`src/rtl/iq_pkg.sv`:
```
package iq_pkg;
  typedef enum logic {
    ST_IDLE,
    ST_BUSY
  } iqState_t;

  typedef struct packed {
    logic capture;
    logic cntClr;
    logic cntInc;
  } iqStrobes_t;
endpackage

```
`src/rtl/iq_datapath.sv`:
```
module iq_datapath
  import iq_pkg::*;
#(
  parameter int unsigned ADDR_W       = 16,
  parameter int unsigned CFG_OFFSET   = 'h1E,
  parameter int unsigned AEN_BIT      = 1,
  parameter int unsigned LOW_LIMIT    = 'h100,
  parameter int unsigned TIMEOUT_CLKS = 16
) (
  input  logic              clk,
  input  logic              rst,
  input  logic [ADDR_W-1:0] isaAddr,
  input  logic              iowN,
  input  logic              aenPin,
  input  logic              cfgSel,
  input  logic              cfgWr,
  input  logic [7:0]        cfgAddr,
  input  logic [7:0]        cfgWdata,
  input  iqStrobes_t        strb,
  output logic [7:0]        cfgRdata,
  output logic              dmaFlag,
  output logic              claimOk,
  output logic              timeoutHit,
  output logic [ADDR_W-1:0] tgtAddr,
  output logic              tgtWrite
);
  localparam int unsigned CNT_W = (TIMEOUT_CLKS > 2) ? $clog2(TIMEOUT_CLKS) : 1;
  localparam logic [CNT_W-1:0]  CNT_LAST = CNT_W'(TIMEOUT_CLKS - 1);
  localparam logic [ADDR_W-1:0] ADDR_MIN = ADDR_W'(LOW_LIMIT);
  localparam logic [7:0]        CFG_ADR  = 8'(CFG_OFFSET);

  // Configuration register: cleared at power-up only, untouched by rst.
  logic [7:0] cfgReg = 8'h00;
  logic       cfgHit;

  assign cfgHit = cfgSel && (cfgAddr == CFG_ADR);

  always_ff @(posedge clk) begin
    if (cfgHit && cfgWr) cfgReg <= cfgWdata;
  end

  assign cfgRdata = cfgHit ? cfgReg : 8'h00;

  // DMA qualification and window decode on the live bus
  logic addrZero;
  assign addrZero = (isaAddr == '0);
  assign dmaFlag  = aenPin || (!cfgReg[AEN_BIT] && addrZero);
  assign claimOk  = !dmaFlag && (isaAddr >= ADDR_MIN);

  // Capture of address and direction at the strobe's leading edge
  always_ff @(posedge clk) begin
    if (strb.capture) begin
      tgtAddr  <= isaAddr;
      tgtWrite <= !iowN;
    end
  end

  // Cycle-length counter for the acknowledge timeout
  logic [CNT_W-1:0] waitCnt;

  always_ff @(posedge clk) begin
    if (rst)              waitCnt <= '0;
    else if (strb.cntClr) waitCnt <= '0;
    else if (strb.cntInc) waitCnt <= waitCnt + 1'b1;
  end

  assign timeoutHit = (waitCnt == CNT_LAST);
endmodule

```
`src/rtl/iq_control.sv`:
```
module iq_control
  import iq_pkg::*;
(
  input  logic       clk,
  input  logic       rst,
  input  logic       iorN,
  input  logic       iowN,
  input  logic       claimOk,
  input  logic       timeoutHit,
  input  logic       tgtAck,
  output iqStrobes_t strb,
  output logic       tgtSel,
  output logic       iochrdyOe
);
  iqState_t state, stateNxt;
  logic     strobePrev;
  logic     strobeAny;
  logic     strobeOne;
  logic     leadEdge;

  assign strobeAny = !iorN || !iowN;
  assign strobeOne = iorN ^ iowN;
  assign leadEdge  = strobeAny && !strobePrev;

  always_ff @(posedge clk) begin
    if (rst) begin
      state      <= ST_IDLE;
      strobePrev <= 1'b0;
    end else begin
      state      <= stateNxt;
      strobePrev <= strobeAny;
    end
  end

  always_comb begin
    stateNxt = state;
    unique case (state)
      ST_IDLE: if (leadEdge && strobeOne && claimOk) stateNxt = ST_BUSY;
      ST_BUSY: if (tgtAck || timeoutHit) stateNxt = ST_IDLE;
      default: stateNxt = ST_IDLE;
    endcase
  end

  always_comb begin
    strb.capture = (state == ST_IDLE) && leadEdge;
    strb.cntClr  = strb.capture;
    strb.cntInc  = (state == ST_BUSY) && !tgtAck && !timeoutHit;
  end

  assign tgtSel    = (state == ST_BUSY);
  assign iochrdyOe = (state == ST_BUSY);
endmodule

```
`src/rtl/isa_io_qualifier.sv`:
```
module isa_io_qualifier
  import iq_pkg::*;
#(
  parameter int unsigned ADDR_W       = 16,
  parameter int unsigned CFG_OFFSET   = 'h1E,
  parameter int unsigned AEN_BIT      = 1,
  parameter int unsigned LOW_LIMIT    = 'h100,
  parameter int unsigned TIMEOUT_CLKS = 16
) (
  input  logic              clk,
  input  logic              rst,
  input  logic [ADDR_W-1:0] isaAddr,
  input  logic              iorN,
  input  logic              iowN,
  input  logic              aenPin,
  input  logic              cfgSel,
  input  logic              cfgWr,
  input  logic [7:0]        cfgAddr,
  input  logic [7:0]        cfgWdata,
  output logic [7:0]        cfgRdata,
  output logic              dmaFlag,
  output logic              iochrdyOe,
  output logic              tgtSel,
  output logic              tgtWrite,
  output logic [ADDR_W-1:0] tgtAddr,
  input  logic              tgtAck
);
  iqStrobes_t strb;
  logic       claimOk;
  logic       timeoutHit;

  iq_datapath #(
    .ADDR_W(ADDR_W), .CFG_OFFSET(CFG_OFFSET), .AEN_BIT(AEN_BIT),
    .LOW_LIMIT(LOW_LIMIT), .TIMEOUT_CLKS(TIMEOUT_CLKS)
  ) u_dp (
    .clk(clk), .rst(rst), .isaAddr(isaAddr), .iowN(iowN), .aenPin(aenPin),
    .cfgSel(cfgSel), .cfgWr(cfgWr), .cfgAddr(cfgAddr), .cfgWdata(cfgWdata),
    .strb(strb), .cfgRdata(cfgRdata), .dmaFlag(dmaFlag), .claimOk(claimOk),
    .timeoutHit(timeoutHit), .tgtAddr(tgtAddr), .tgtWrite(tgtWrite)
  );

  iq_control u_ctl (
    .clk(clk), .rst(rst), .iorN(iorN), .iowN(iowN), .claimOk(claimOk),
    .timeoutHit(timeoutHit), .tgtAck(tgtAck), .strb(strb),
    .tgtSel(tgtSel), .iochrdyOe(iochrdyOe)
  );
endmodule

```
`config.mk`:
```
export PLATFORM = sky130hd
export DESIGN_NAME = isa_io_qualifier
export DESIGN_NICKNAME = d
export VERILOG_FILES = /design/src/rtl/iq_pkg.sv /design/src/rtl/iq_datapath.sv /design/src/rtl/iq_control.sv /design/src/rtl/isa_io_qualifier.sv
export SDC_FILE = /design/constraint.sdc
export NUM_CORES = 1
export LEC_CHECK = 0
export CORE_MARGIN = 1
export CORE_UTILIZATION = 40
export DETAILED_ROUTE_END_ITERATION = 12
export GPL_ROUTABILITY_DRIVEN = 1
export GPL_TIMING_DRIVEN = 0
export PLACE_DENSITY = 0.84
export SLEW_MARGIN = 10
export SYNTH_ARGS = -nofsm -noshare
export SYNTH_HDL_FRONTEND = slang
export SYNTH_SLANG_ARGS = --single-unit
```
`constraint.sdc`:
```
create_clock -name clk -period 4.4 [get_ports clk]
set_input_delay 0.66 -clock clk [delete_from_list [all_inputs] [get_ports clk]]
set_output_delay 0.66 -clock clk [all_outputs]
set_load 0.005 [all_outputs]
```
==> flow_summary.yaml, run 1 <==
sta:
  tightest_slew_ns: 0.481
  drv_slew: 0
  hold_slack_ns: 0.508
  period_minus_slack_ns: 3.09
  finClkSkew_ns: 0.0128
  fmax_ghz: 0.324
  setup_viol: 0
  hold_viol: 0
  rsz0062_at_grt: "false"
  maxSlewHeadroom_pct: 67.8
  tns_ns: 0
  fin_crit_sh_pct: 70.2
  worst_slack_ns: 1.31
setup_path:
  path_delay_family: "buffers and inverters"
  cp_data_arrival_time_ns: 2.43
  crit_path_frequent_cell: "clkdlybuf4s50_1"
  max_stage_delay_ns: 0.58
  critPathCaptureType: "primary output"
  critPathMaxFanout: 2
  required_ns: 3.74
  worst-path-buf-inv: 2
  crit_slowest_cell: "or4_1"
  critical_path_class: "primary input to primary output"
  cp-start-kind: "primary input"
  cp_cell_sequence: "clkdlybuf4s50_1 -> or4_1 -> o31ai_1 -> clkdlybuf4s50_1"
clocking:
  cts_buffers: 5
  cts_buffer_depth: 2
  cts_resized: 0
  cts_max_level: 2
  numClockSinks: 31
  clkLatencyLatePin_ns: 0.32
  hold_buffers: 0
  clk_pin_slew_worst_paths_ns: 0.08
  cts_tree: "done"
  clockRootBuffer: "clkbuf_4"
  post-cts-setup-buffer-count: 0
layout:
  layout-area-overhead-vs-synth_pct: 65.9
  diodes: 0
  drive_gt1_share_pct: 8.39
  fin_cells: 186
  nets: 196
global_route:
  antenna_found_initial: 0
  grt_max_degree: 14
  grtUsageTotal_pct: 17.6
  grt_pass1_wl_um: 4200
  grt_pass1_vias: 947
  gr-total-overflow: 0
synth:
  synth_edf_count: 25
  yosys-top-cells-area: "edfxtp_1, dfxtp_1, and2_1"
  yosysUniqueCellTypes: 25
  synthesis.nets: 121
  synth.avg_cell_area_um2: 15.0
  synth_xor_area_share_pct: 0
  yosys.area.top_type: "edfxtp_1"
  yosysTopAreaCellShare_pct: 63.3
  synth_top_family_by_area: "simple AND/OR/NAND/NOR gates"
  syn_area_mm2: 0.00119
  synth_flop_cell: "edfxtp_1"
  synthAdderAreaFrac_pct: 2.11
  syn_inst: 79
  muxShareOfSynthArea_pct: 0
  synth_compound_area_share_pct: 4.96
  yosys.area_share.simple_pct: 18.2
  synth.most_common_cell: "edfxtp_1"
  async_flop_share_pct: 0
  yosys-top-cells-count: "edfxtp_1, and2_1, dfxtp_1, a21oi_1"
  yosys_warnings: 0
  ys_seq_elements: 31
  synth_seq_area_share_pct: 73.4
die:
  start_util_pct: 42.6
  dieArea_mm2: 0.00319
  fp.dieW_um: 56.5
  ios: 68
  die_h_um: 56.5
  rows: 19
  design.core.area_mm2: 0.00278
detailed_routing:
  met3WireLength_um: 82
  remaining_drc_errors: 0
  wl_met2_um: 1460
  wirelength_um: 2550
  dr.pass1.iters: 4
  viasPerCell: 4.87
  ant_nets: 0
  vias: 905
  highest_layer: "met4"
  met1_length_um: 960
  wl_per_cell_um: 13.7
  drtIter0Drc: 18
placed_design:
  placedCellCount: 178
  gp_congestion: 0.742
  io_buffers: 67
  dp_hpwl_um: 2040
  place_ws_ns: 1.29
job:
  cap_violations: 0
run_status:
  outcome: "complete, no violations"
power_and_ir_drop:
  power_density_mw_per_mm2: 297
  vdd_drop_max_uv: 238
  power_leakage_nw: 0.691
worst_hold_path:
  hp-class: "flop to flop"
## flip-flops by register name, indices dropped and copies added, names as in the netlist
register / count
u_dp.tgtAddr: 16
u_dp.cfgReg: 8
u_dp.waitCnt: 4
u_ctl.iochrdyOe: 1
u_ctl.strobePrev: 1
u_dp.tgtWrite: 1
## cell type report
type                    count  area, um^2
plain buffers               1        7.51
clock buffers               7        55.1
clock inverters             1        5.00
fillers                   184         813
inverters                   2        7.51
multi-input cells          45         305
flip-flops and latches     31         871
well taps                  31        38.8
repair buffers             68         678
## final timing paths
check                       start         endpoint  slack (ns)  cells after the start
setup / recovery       isaAddr[9]          dmaFlag        1.31                      4
hold / removal    u_dp.waitCnt[1]  u_dp.waitCnt[1]        0.51                      2
setup reg to reg  u_ctl.iochrdyOe  u_dp.tgtAddr[6]        3.05                      2
hold reg to reg   u_dp.waitCnt[1]  u_dp.waitCnt[1]        0.51                      2
## metrics by stage
step	total power [W]	util [%]	area, um^2
2_1_floorplan	0.000357	-	1190
3_3_place_gp	0.000419	68.2	1900
3_5_place_dp	0.000423	68.6	1910
4_1_cts	0.000587	70.8	1970
5_1_grt	0.000613	70.8	1970
6_report	0.000584	70.8	1970
## cell families after synthesis
group / after synthesis
flops: 31
buf+inv: 3
compound gates: 10
simple gates: 33
fa+ha+maj: 2
## worst reg2reg max path, cell delays in order (launching register included)
cell and delay [ns]:
dfxtp_1 0.36, nor3_2 0.39, buf_4 0.31
## layer usage
metal	vias up	track usage [%]
li1	451	-
met1	421	19.1
met2	27	32.6
met3	6	3.46
met4	0	8.01
met5	-	0
## layout by cell type (no fill, tap or decap)
| cell | instances |
|---|---|
| edfxtp_1 | 25 |
| a21oi_1 | 5 |
| buf_4 | 2 |
| nand3b_1 | 1 |
| o21ai_0 | 2 |
| or2_2 | 1 |
| nand2_1 | 2 |
| and3_1 | 1 |
| nor3_1 | 3 |
| ha_1 | 2 |
| inv_1 | 2 |
| nor2_1 | 2 |
| and2_1 | 9 |
| nor2b_1 | 1 |
| dfxtp_1 | 6 |
| clkbuf_8 | 1 |
| nand2b_1 | 1 |
| or4_4 | 1 |
| nor4_1 | 1 |
| clkdlybuf4s50_1 | 67 |
| nor3_2 | 1 |
| clkinv_2 | 1 |
| clkbuf_4 | 5 |
| o2111ai_1 | 1 |
| nor4b_4 | 1 |
| nand4bb_1 | 1 |
| nand3_1 | 4 |
| o31ai_1 | 2 |
| clkbuf_1 | 1 |
| or4_1 | 1 |
| or3_1 | 2 |
## where the power goes
part           leakage (nW)  internal [W]  total (W)  switching, W
clock                0.0353     0.0000774   0.000167     0.0000899
sequential            0.285      0.000332   0.000336    0.00000427
combinational         0.371     0.0000565  0.0000799     0.0000235
total                 0.691      0.000466   0.000584      0.000118
(Power assumes the default switching activity.)
==> run 2, diff against run 1 <==
Settings changed: CORE_UTILIZATION 40 to 37, PLACE_DENSITY 0.84 to 0.78.
Clock period 4.4 ns to 3 ns, I/O delays scaled along.
==> flow_summary.yaml, run 2 (same netlist as run 1, synthesis figures left out) <==
sta:
  setup_viol: 0
  fmax_ghz: 0.375
  rsz0062_at_grt: "false"
  worst_slack_ns: 0.330
  hold_slack_ns: 0.515
  drv_slew: 0
  fin_crit_sh_pct: 89.0
  period_minus_slack_ns: 2.67
  finClkSkew_ns: 0.00358
  tns_ns: 0
  hold_viol: 0
  tightest_slew_ns: 0.480
  maxSlewHeadroom_pct: 67.9
placed_design:
  io_buffers: 67
  gp_congestion: 0.671
  place_ws_ns: 0.327
  dp_hpwl_um: 2000
  placedCellCount: 191
global_route:
  grt_pass1_wl_um: 3730
  gr-total-overflow: 0
  grt_max_degree: 14
  grtUsageTotal_pct: 15.2
  antenna_found_initial: 0
  grt_pass1_vias: 878
layout:
  largestRegisters: "u_dp.tgtAddr: 16 flops, u_dp.cfgReg: 8 flops, u_dp.waitCnt: 4 flops"
  largest_reg_flops: 16
  diodes: 0
  mostFrequentLayoutCell: "clkdlybuf4s50_1"
  fin_cells: 199
  layout-area-overhead-vs-synth_pct: 66.3
  largest_register: "u_dp.tgtAddr"
  nets: 196
  final_cell_mix: "clkdlybuf4s50_1, edfxtp_1, and2_1"
  fillers: 255
  drive_gt1_share_pct: 7.10
worst_hold_path:
  hp-class: "flop to flop"
job:
  cap_violations: 0
power_and_ir_drop:
  vdd_drop_max_uv: 249
  fin_total_pwr_w: 0.000822
  power_density_mw_per_mm2: 417
  power_leakage_nw: 0.683
run_status:
  violations: "design-rule violations"
  outcome: "finished with violations"
clocking:
  cts_resized: 0
  hold_buffers: 0
  cts_tree: "done"
  cts_buffer_depth: 2
  numClockSinks: 31
  clkLatencyLatePin_ns: 0.31
  clockRootBuffer: "clkbuf_4"
  cts_buffers: 5
  clk_pin_slew_worst_paths_ns: 0.09
  cts_max_level: 2
  post-cts-setup-buffer-count: 0
detailed_routing:
  wl_per_cell_um: 12.5
  wirelength_um: 2490
  wl_met2_um: 1310
  viasPerCell: 4.57
  dr.pass1.iters: 8
  ant_nets: 0
  met3WireLength_um: 224
  met1_length_um: 919
  highest_layer: "met4"
  drtIter0Drc: 32
  vias: 909
  remaining_drc_errors: 2
setup_path:
  critPathCaptureType: "primary output"
  required_ns: 2.55
  critPathMaxFanout: 2
  cp_data_arrival_time_ns: 2.22
  critical_path_class: "primary input to primary output"
  cp-start-kind: "primary input"
die:
  rows: 20
  fp.dieW_um: 58.6
  dieArea_mm2: 0.00344
  design.core.area_mm2: 0.00305
  ios: 68
  start_util_pct: 38.9
  die_h_um: 58.6
==> run 2: cell types whose count changed in the layout (fill, tap and decap cells not counted) <==
cell / delta
clkinv_2: -1
clkinv_1: +2
clkbuf_8: -1
==> run 2: final timing paths <==
path,start,endpoint,slack (ns),cells past startpoint
worst max-delay path,isaAddr[9],dmaFlag,0.33,4
worst min-delay path,u_dp.waitCnt[1],u_dp.waitCnt[1],0.51,2
worst max register to register,u_ctl.iochrdyOe,u_dp.tgtAddr[4],1.64,2
worst min register to register,u_dp.waitCnt[1],u_dp.waitCnt[1],0.51,2
==> run 2: through the flow <==
stage	util, %	instance area, um^2
6_report	64.6	1970
5_1_grt	64.6	1970
4_1_cts	64.6	1970
3_5_place_dp	63.0	1920
3_3_place_gp	62.6	1910
2_1_floorplan	-	1190
==> run 2: cell type report <==
class,instances,area (um^2),area share [%]
Buffer,1,7.51,0.380
Inverter,2,7.51,0.380
Clock buffer,6,41.3,2.09
Sequential cell,31,871,44.1
Tap cell,44,55.1,2.79
Timing Repair Buffer,68,678,34.4
Multi-Input combinational cell,45,305,15.5
Clock inverter,2,7.51,0.380
==> run 2: layer usage <==
layer	up-vias	global-route usage [%]
met5	-	0
met4	0	7.48
met3	4	6.37
met2	41	26.4
met1	414	15.8
li1	450	-
==> run 2: where the power goes <==
part	total (W)	internal, W	switching [W]
Clock	0.000212	0.0000867	0.000125
Combinational	0.000117	0.0000829	0.0000345
Sequential	0.000493	0.000487	0.00000569
==> run 2: critical path: stages <==
cell             delay (ns)
clkdlybuf4s50_1        0.42
or4_1                  0.56
o31ai_1                0.24
clkdlybuf4s50_1        0.54
